File: config.mk
export PLATFORM = sky130hd
export DESIGN_NAME = pll_feed_regs
export DESIGN_NICKNAME = d
export VERILOG_FILES = /design/src/rtl/pllfeed_pkg.sv /design/src/rtl/pllfeed_seq.sv /design/src/rtl/pllfeed_bank.sv /design/src/rtl/pll_feed_regs.sv
export SDC_FILE = /design/constraint.sdc
export NUM_CORES = 1
export LEC_CHECK = 0
export CORE_MARGIN = 1.5
export CORE_UTILIZATION = 51
export DETAILED_ROUTE_END_ITERATION = 8
export DONT_BUFFER_PORTS = 1
export PLACE_DENSITY = 0.73
export SLEW_MARGIN = 5
export SYNTH_ARGS = -nofsm -noshare
export SYNTH_HDL_FRONTEND = slang
export SYNTH_HIERARCHICAL = 1
export SYNTH_SLANG_ARGS = --single-unit
File: constraint.sdc
create_clock -name clk -period 5.2 [get_ports clk]
set_input_delay 0.78 -clock clk [delete_from_list [all_inputs] [get_ports clk]]
set_output_delay 0.78 -clock clk [all_outputs]
set_load 0.01 [all_outputs]
File: src/rtl/pllfeed_pkg.sv
package pllfeed_pkg;
    localparam int DATA_W   = 32;
    localparam int ADDR_W   = 3;
    localparam int MULT_W   = 15;
    localparam int DIV_W    = 8;
    localparam int DIV_LSB  = 16;
    localparam int EN_BIT   = 24;
    localparam int LOCK_BIT = 25;

    localparam logic [ADDR_W-1:0] A_CFG  = 3'd0;
    localparam logic [ADDR_W-1:0] A_CTRL = 3'd1;
    localparam logic [ADDR_W-1:0] A_KEY  = 3'd2;
    localparam logic [ADDR_W-1:0] A_STAT = 3'd3;
    localparam logic [ADDR_W-1:0] A_OSC  = 3'd4;

    localparam logic [DATA_W-1:0] KEY_FIRST  = 32'h0000_00AA;
    localparam logic [DATA_W-1:0] KEY_SECOND = 32'h0000_0055;

    typedef enum logic {
        KEY_IDLE  = 1'b0,
        KEY_ARMED = 1'b1
    } key_state_t;
endpackage

File: src/rtl/pllfeed_seq.sv
module pllfeed_seq
    import pllfeed_pkg::*;
(
    input  logic              clk,
    input  logic              rst_n,
    input  logic              key_we,
    input  logic              other_we,
    input  logic [DATA_W-1:0] key_data,
    output logic              commit_o
);
    key_state_t state_q, state_d;

    logic is_first, is_second;
    assign is_first  = (key_data == KEY_FIRST);
    assign is_second = (key_data == KEY_SECOND);

    always_comb begin
        state_d = state_q;
        unique case (state_q)
            KEY_IDLE: begin
                if (key_we && is_first) state_d = KEY_ARMED;           // arm
            end
            KEY_ARMED: begin
                if (other_we)                         state_d = KEY_IDLE;  // interrupt
                else if (key_we && is_first)          state_d = KEY_ARMED; // rearm
                else if (key_we)                      state_d = KEY_IDLE;  // commit / reject
            end
            default: state_d = KEY_IDLE;
        endcase
    end

    always_ff @(posedge clk) begin
        if (!rst_n) state_q <= KEY_IDLE;
        else        state_q <= state_d;
    end

    always_comb begin
        commit_o = 1'b0;
        unique case (state_q)
            KEY_IDLE:  commit_o = 1'b0;
            KEY_ARMED: commit_o = key_we && is_second;
            default:   commit_o = 1'b0;
        endcase
    end

    // a write elsewhere while armed always cancels the sequence
    a_r5_interrupt_idles: assert property (@(posedge clk) disable iff (!rst_n)
        (state_q == KEY_ARMED && other_we) |=> (state_q == KEY_IDLE));
    // a commit is only possible after an arming key write
    a_r3_commit_after_arm: assert property (@(posedge clk) disable iff (!rst_n)
        commit_o |-> (state_q == KEY_ARMED));
endmodule

File: src/rtl/pllfeed_bank.sv
module pllfeed_bank
    import pllfeed_pkg::*;
(
    input  logic              clk,
    input  logic              rst_n,
    input  logic              cfg_we,
    input  logic              ctrl_we,
    input  logic [MULT_W-1:0] mult_in,
    input  logic [DIV_W-1:0]  div_in,
    input  logic              en_in,
    input  logic              commit_i,
    input  logic              pll_locked_i,
    output logic [MULT_W-1:0] sh_mult,
    output logic [DIV_W-1:0]  sh_div,
    output logic              sh_en,
    output logic [MULT_W-1:0] act_mult,
    output logic [DIV_W-1:0]  act_div,
    output logic              act_en,
    output logic              lock_q
);
    logic mn_change, en_next, lock_d;

    assign mn_change = commit_i && ((sh_mult != act_mult) || (sh_div != act_div));
    assign en_next   = commit_i ? sh_en : act_en;
    assign lock_d    = pll_locked_i && en_next && !mn_change;

    always_ff @(posedge clk) begin
        if (!rst_n) begin
            sh_mult <= '0;
            sh_div  <= '0;
            sh_en   <= 1'b0;
        end else begin
            if (cfg_we) begin
                sh_mult <= mult_in;
                sh_div  <= div_in;
            end
            if (ctrl_we) sh_en <= en_in;
        end
    end

    always_ff @(posedge clk) begin
        if (!rst_n) begin
            act_mult <= '0;
            act_div  <= '0;
            act_en   <= 1'b0;
            lock_q   <= 1'b0;
        end else begin
            if (commit_i) begin
                act_mult <= sh_mult;
                act_div  <= sh_div;
                act_en   <= sh_en;
            end
            lock_q <= lock_d;
        end
    end

    // a commit loads all pending values in one step
    a_r4_commit_copies: assert property (@(posedge clk) disable iff (!rst_n)
        commit_i |=> (act_mult == $past(sh_mult) && act_div == $past(sh_div)
                      && act_en == $past(sh_en)));
    // active values move only as a result of a commit
    a_r2_active_hold: assert property (@(posedge clk) disable iff (!rst_n)
        !$stable({act_mult, act_div, act_en}) |-> $past(commit_i));
    // no lock while disabled
    a_r7_lock_needs_en: assert property (@(posedge clk) disable iff (!rst_n)
        lock_q |-> act_en);
    // changing the ratio drops lock
    a_r8_lock_drop: assert property (@(posedge clk) disable iff (!rst_n)
        (commit_i && (sh_mult != act_mult || sh_div != act_div)) |=> !lock_q);
endmodule

File: src/rtl/pll_feed_regs.sv
module pll_feed_regs
    import pllfeed_pkg::*;
(
    input  logic              clk,
    input  logic              rst_n,
    input  logic [ADDR_W-1:0] bus_addr,
    input  logic [DATA_W-1:0] bus_wdata,
    input  logic              bus_we,
    input  logic              bus_re,
    output logic [DATA_W-1:0] bus_rdata,
    input  logic              pll_locked_i,
    input  logic              osc_ready_i,
    output logic [MULT_W-1:0] pll_mult_o,
    output logic [DIV_W-1:0]  pll_div_o,
    output logic              pll_en_o
);
    logic key_we, other_we, cfg_we, ctrl_we, commit;
    logic [MULT_W-1:0] sh_mult, act_mult;
    logic [DIV_W-1:0]  sh_div, act_div;
    logic sh_en, act_en, lock_q;

    assign key_we   = bus_we && (bus_addr == A_KEY);
    assign other_we = bus_we && (bus_addr != A_KEY);
    assign cfg_we   = bus_we && (bus_addr == A_CFG);
    assign ctrl_we  = bus_we && (bus_addr == A_CTRL);

    pllfeed_seq u_seq (
        .clk      (clk),
        .rst_n    (rst_n),
        .key_we   (key_we),
        .other_we (other_we),
        .key_data (bus_wdata),
        .commit_o (commit)
    );

    pllfeed_bank u_bank (
        .clk          (clk),
        .rst_n        (rst_n),
        .cfg_we       (cfg_we),
        .ctrl_we      (ctrl_we),
        .mult_in      (bus_wdata[MULT_W-1:0]),
        .div_in       (bus_wdata[DIV_LSB +: DIV_W]),
        .en_in        (bus_wdata[0]),
        .commit_i     (commit),
        .pll_locked_i (pll_locked_i),
        .sh_mult      (sh_mult),
        .sh_div       (sh_div),
        .sh_en        (sh_en),
        .act_mult     (act_mult),
        .act_div      (act_div),
        .act_en       (act_en),
        .lock_q       (lock_q)
    );

    assign pll_mult_o = act_mult;
    assign pll_div_o  = act_div;
    assign pll_en_o   = act_en;

    always_comb begin
        bus_rdata = '0;
        if (bus_re) begin
            case (bus_addr)
                A_CFG: begin
                    bus_rdata[MULT_W-1:0]         = sh_mult;
                    bus_rdata[DIV_LSB +: DIV_W]   = sh_div;
                end
                A_CTRL: bus_rdata[0] = sh_en;
                A_STAT: begin
                    bus_rdata[MULT_W-1:0]         = act_mult;
                    bus_rdata[DIV_LSB +: DIV_W]   = act_div;
                    bus_rdata[EN_BIT]             = act_en;
                    bus_rdata[LOCK_BIT]           = lock_q;
                end
                A_OSC:  bus_rdata[0] = osc_ready_i;
                default: bus_rdata = '0;
            endcase
        end
    end

    // reads without strobe stay quiet
    a_r9_idle_read_zero: assert property (@(posedge clk) disable iff (!rst_n)
        !bus_re |-> (bus_rdata == '0));
endmodule

# After elaboration in Yosys (flattened, before gate mapping)
# Index checks and enable logic that the tools add are counted.
op_classes:
  eq_ne: 9
  muxes: 12
  n_bitwise: 1
  n_reduce_logical: 12
ops:
  columns: ["op", "n"]
  rows:
  - ["== test 32 x 7 -> 1 bit, second input constant", 1]
  - ["== test 32 x 8 -> 1 bit, second input constant", 1]
  - ["one-hot mux 14 bit (2 select lines)", 1]
  - ["2-to-1 mux 26 bit", 1]
  - ["one-hot mux 8 bit (2 select lines)", 1]
  - ["!= test 15 bit", 1]
  - ["logical AND 1 bit", 9]
  - ["!= test 8 bit", 1]
  - ["== test 3 x 2 -> 1 bit, second input constant", 2]
  - ["2-to-1 mux 1 bit", 5]
  - ["one-hot mux 1 bit (2 select lines)", 2]
  - ["one-hot mux 1 bit (4 select lines)", 1]
  - ["== test 3 x 1 -> 1 bit, second input constant", 1]
  - ["== test 3 bit, second input constant", 1]
  - ["logical NOT 3 bit", 1]
  - ["!= test 3 x 2 -> 1 bit, second input constant", 1]
  - ["2-to-1 mux 2 bit", 1]
  - ["logical NOT 1 bit", 1]
  - ["logical OR 1 bit", 1]
  - ["NOT 1 bit", 1]
totals:
  register_bits: 50

# Longest topological paths before layout
logic_depth:
  depth_word: 7
  depth_mapped: 11

# Hierarchy
# Netlist, hierarchy kept.
by_module_without_submodules:
  columns: ["mod", "instances", "cells_each", "area_each_um2"]
  rows:
  - ["pllfeed_bank", 1, 189, 2110.8]
  - ["pll_feed_regs", 1, 50, 402.9]
  - ["pllfeed_seq", 1, 21, 165.2]

# Worst setup path after synthesis
# Ideal clock, no wire load.
synth_timing:
  path_type: "in2reg"
  startpoint: "input bus_addr[2]"
  endpoint: "register u_bank.lock_q"
  setup_ns: 0.119
  t_arrival_ns: 2.205
  required_time_ns: 5.081
  setup_slack_ns: 2.876
  path_stages: 11
  path_buffers: 1
  path_cell_list: "nand2b_1 -> nor2_1 -> nand4_1 -> nor3_1 -> nand2_1 -> nor3_1 -> buf_6 -> mux2i_1 -> nand3b_4 -> nor3_2 -> o2bb2ai_1"
synth_via:
  elab_chain_cells: 7
  word_cells_on_any_way: 9
  cone_classes: "1 x eq/ne; 2 x mux; 6 x reduce/logical"
synth_lines:
  columns: ["item", "line_no", "rtl"]
  rows:
  - ["start: declaration", "pll_feed_regs.sv:6", "input logic [ADDR_W-1:0] bus_addr,"]
  - ["== test 3 x 2 -> 1 bit *", "pll_feed_regs.sv:22", "assign key_we = bus_we && (bus_addr == A_KEY);"]
  - ["logical AND 1 bit *", "pll_feed_regs.sv:22", null]
  - ["via key_we", "pll_feed_regs.sv:17", "logic key_we, other_we, cfg_we, ctrl_we, commit;"]
  - ["logical AND 1 bit *", "pllfeed_seq.sv:41", "KEY_ARMED: commit_o = key_we && is_second;"]
  - ["one-hot mux 1 bit (2 select lines) *", "pllfeed_seq.sv:39", "unique case (state_q)"]
  - ["via commit", "pll_feed_regs.sv:17", null]
  - ["2-to-1 mux 1 bit / logical AND 1 bit (equally long branches)", null, null]
  - ["logical AND 1 bit / logical NOT 1 bit (equally long branches)", "pllfeed_bank.sv:25", "assign lock_d = pll_locked_i && en_next && !mn_change;"]
  - ["logical AND 1 bit *", "pllfeed_bank.sv:25", null]
  - ["end signal: assignment", "pllfeed_bank.sv:53", "lock_q <= lock_d;"]
  - ["end: declaration", "pllfeed_bank.sv:19", "output logic lock_q"]
# Mark *: on every way through the listed nets, which the timed path passes. The rest lies on a longest branch.
# A chain may end at the register's enable or synchronous reset.

# Worst setup path in the final report
# Ends and elaborated chain as after synthesis.

==> results.sh <==
export IMPL_syn_inst=260
export IMPL_critPathMaxFanout=12
export IMPL_yosysSeqAreaShare_pct=37.4
export IMPL_die_area_um2=5700
export IMPL_cts_tree="done"
export IMPL_routed_wl_mm=5.77
export IMPL_ys_types=33
export IMPL_dp_hpwl_mm=4.10
export IMPL_async_flop_share_pct=0
export IMPL_totalPowerFinal_uw=641
export IMPL_synth_warnings=6
export IMPL_vias=1823
export IMPL_start_util_pct=52.8
export IMPL_worstSetupEndpointType="flip-flop"
export IMPL_synth_seq_cells=50
export IMPL_cts_made_buffers=5
export IMPL_avgSynthCellArea_um2=10.3
export IMPL_io_pins=97
export IMPL_setup_viol=0
export IMPL_n_fill_cell=479
export IMPL_fmaxAchievable_mhz=343
export IMPL_grt_util_all_layers_pct=19.7
export IMPL_synthTopCellsByCount="50 x dfxtp_1, 50 x mux2i_1, 48 x nor2b_1, 23 x xnor2_1, 22 x a22o_1"
export IMPL_die_x_um=75.5
export IMPL_clock_latency_ns=0.30
export IMPL_ctsHtreeMaxLevel=2
export IMPL_tightest_slew_ns=1.14
export IMPL_drc=0
export IMPL_grt_start_max_net_pins=51
export IMPL_first_global_vias=1664
export IMPL_cts_repair_resized=0
export IMPL_cts_buffer_depth=2
export IMPL_insertedDiodeCount=0
export IMPL_grt_pass1_wl_mm=8.33
export IMPL_setup_ws_ns=2.29
export IMPL_viasPerCell=5.64
export IMPL_num_rows=26
export IMPL_coreArea_um2=5070
export IMPL_fin_setup_tns_ns=0
export IMPL_ys_flop_type="dfxtp_1"
export IMPL_worst_clock_skew_ns=0.00584
export IMPL_place_ws_ns=1.97
export IMPL_gp_congestion=0.718
export IMPL_multi_input_area_um2=1560
export IMPL_nNetsFinal=294
export IMPL_root_buffer="clkbuf_8"
export IMPL_period_needed_ns=2.91
export IMPL_synth_area_leader_cell="dfxtp_1"
export IMPL_postCtsSetupBuffers=0
export IMPL_required_ns=5.43
export IMPL_drv_slew=0
export IMPL_crit_type="in2reg"
export IMPL_finalHoldViolCount=0
export IMPL_grt_remaining_overflow=0
export IMPL_clock_sinks=50
export IMPL_synth_area_top_cells="dfxtp_1 37%, mux2i_1 19%, nor2b_1 11%"
export IMPL_drv_cap=0
export IMPL_clk_pin_slew_ns=0.09
export IMPL_antenna_found_initial=0
export IMPL_ant_nets=0
export IMPL_min_path_type="reg2reg"
export IMPL_arrival_ns=3.15
export IMPL_netlist_area_um2=2680
export IMPL_synth_top_area_share_pct=37.4
export IMPL_status="completed"
export IMPL_register_area_um2=1000
export IMPL_fin_crit_sh_pct=56.0
export IMPL_rsz0062_at_grt="no"
export IMPL_drt_iter0_markers=111
export IMPL_hold_buffers=0
export IMPL_routedWlPerCell_um=17.9
export IMPL_synth_edf_count=0
export IMPL_die_h_um=75.5
export IMPL_powerDensity_nw_per_um2=233
export IMPL_p_leak_nw=0.813
export IMPL_syn_to_final_growth_pct=2.76
export IMPL_drive_above_1_share_pct=7.51
export IMPL_port_buffers=0
export IMPL_worst_ir_drop_vdd_uv=114
export IMPL_firstDrtPassIters=4
export IMPL_crit_path_start_kind="primary input"
export IMPL_whs_ns=0.547
export IMPL_max_slew_margin_pct=23.7
-- worst paths after layout --
check                     start             to  slack (ns)  depth (start not counted)
setup reg to reg  u_seq/state_q  u_bank/lock_q        2.82                          8
setup / recovery    bus_addr[2]  u_bank/lock_q        2.29                         10
hold reg to reg    u_bank/sh_en   u_bank/sh_en        0.55                          2
hold / removal     u_bank/sh_en   u_bank/sh_en        0.55                          2
-- state kept, by name, summed over array words and instances, names as in the netlist --
name	flops
u_bank/act_mult	15
u_bank/sh_mult	15
u_bank/act_div	8
u_bank/sh_div	8
u_bank/act_en	1
u_bank/lock_q	1
u_bank/sh_en	1
u_seq/state_q	1
-- metal layers --
layer  global-route usage (%)  part of all wire, %  up-vias
li1                         -                    -      897
met1                     25.9                   46      850
met2                     30.8                   46       66
met3                     5.29                  7.0       10
met4                     8.33                  1.6        0
met5                        0                    0        -
-- cell usage in the layout, fill, tap and decap left out, types with 3 or more instances in the layout --
cell and instances:
nor2_1 3, a22o_1 22, nor4_2 4, dfxtp_1 50
buf_4 3, conb_1 7, mux2i_1 50, xnor2_1 23
nor3_2 3, nand4_1 8, clkbuf_8 5, nor4_1 3
nor2b_1 48
-- area by class of cell --
| type | instances | area share, % |
|---|---|---|
| repair buffers | 3 | 0.818 |
| clock inverters | 2 | 0.364 |
| multi-input cells | 193 | 56.8 |
| clock buffers | 5 | 2.50 |
| well taps | 70 | 3.18 |
| flip-flops and latches | 50 | 36.4 |
-- cell families after synthesis --
family | after synthesis | share of synthesized area (%)
AND/OR/NAND/NOR | 86 | 22.0
multiplexers | 50 | 18.7
flip-flops | 50 | 37.4
AO/OA/AOI/OAI | 27 | 8.50
XOR/XNOR | 23 | 7.52
buffers and inverters | 23 | 5.84
other | 1 | 0.140
-- critical path: stages --
cell and delay [ns]:
nand2b_1 0.16, nor2_1 0.22, nand4_1 0.11, nor3_1 0.15
nand2_1 0.10, nor3_2 0.87, mux2i_1 0.22, nand3b_4 0.22
nor3_2 0.18, o2bb2ai_1 0.13
-- report_power, final --
part           switching (mW)  total (mW)  internal, mW  leakage (nW)
Combinational          0.0163      0.0365        0.0201         0.366
Sequential            0.00503       0.392         0.387         0.404
Clock                   0.123       0.213        0.0905        0.0438
Total                   0.144       0.641         0.497         0.813
-- through the flow --
stage | util, % | instances | cell area (um^2)
finish | 54.2 | 323 | 2750
global route | 54.2 | 323 | 2750
CTS | 54.2 | 323 | 2750
detailed placement | 52.7 | 316 | 2670
global placement | 52.7 | 316 | 2670
floorplan | - | 266 | 2700
Note: power is estimated with default switching activity, not from simulation.
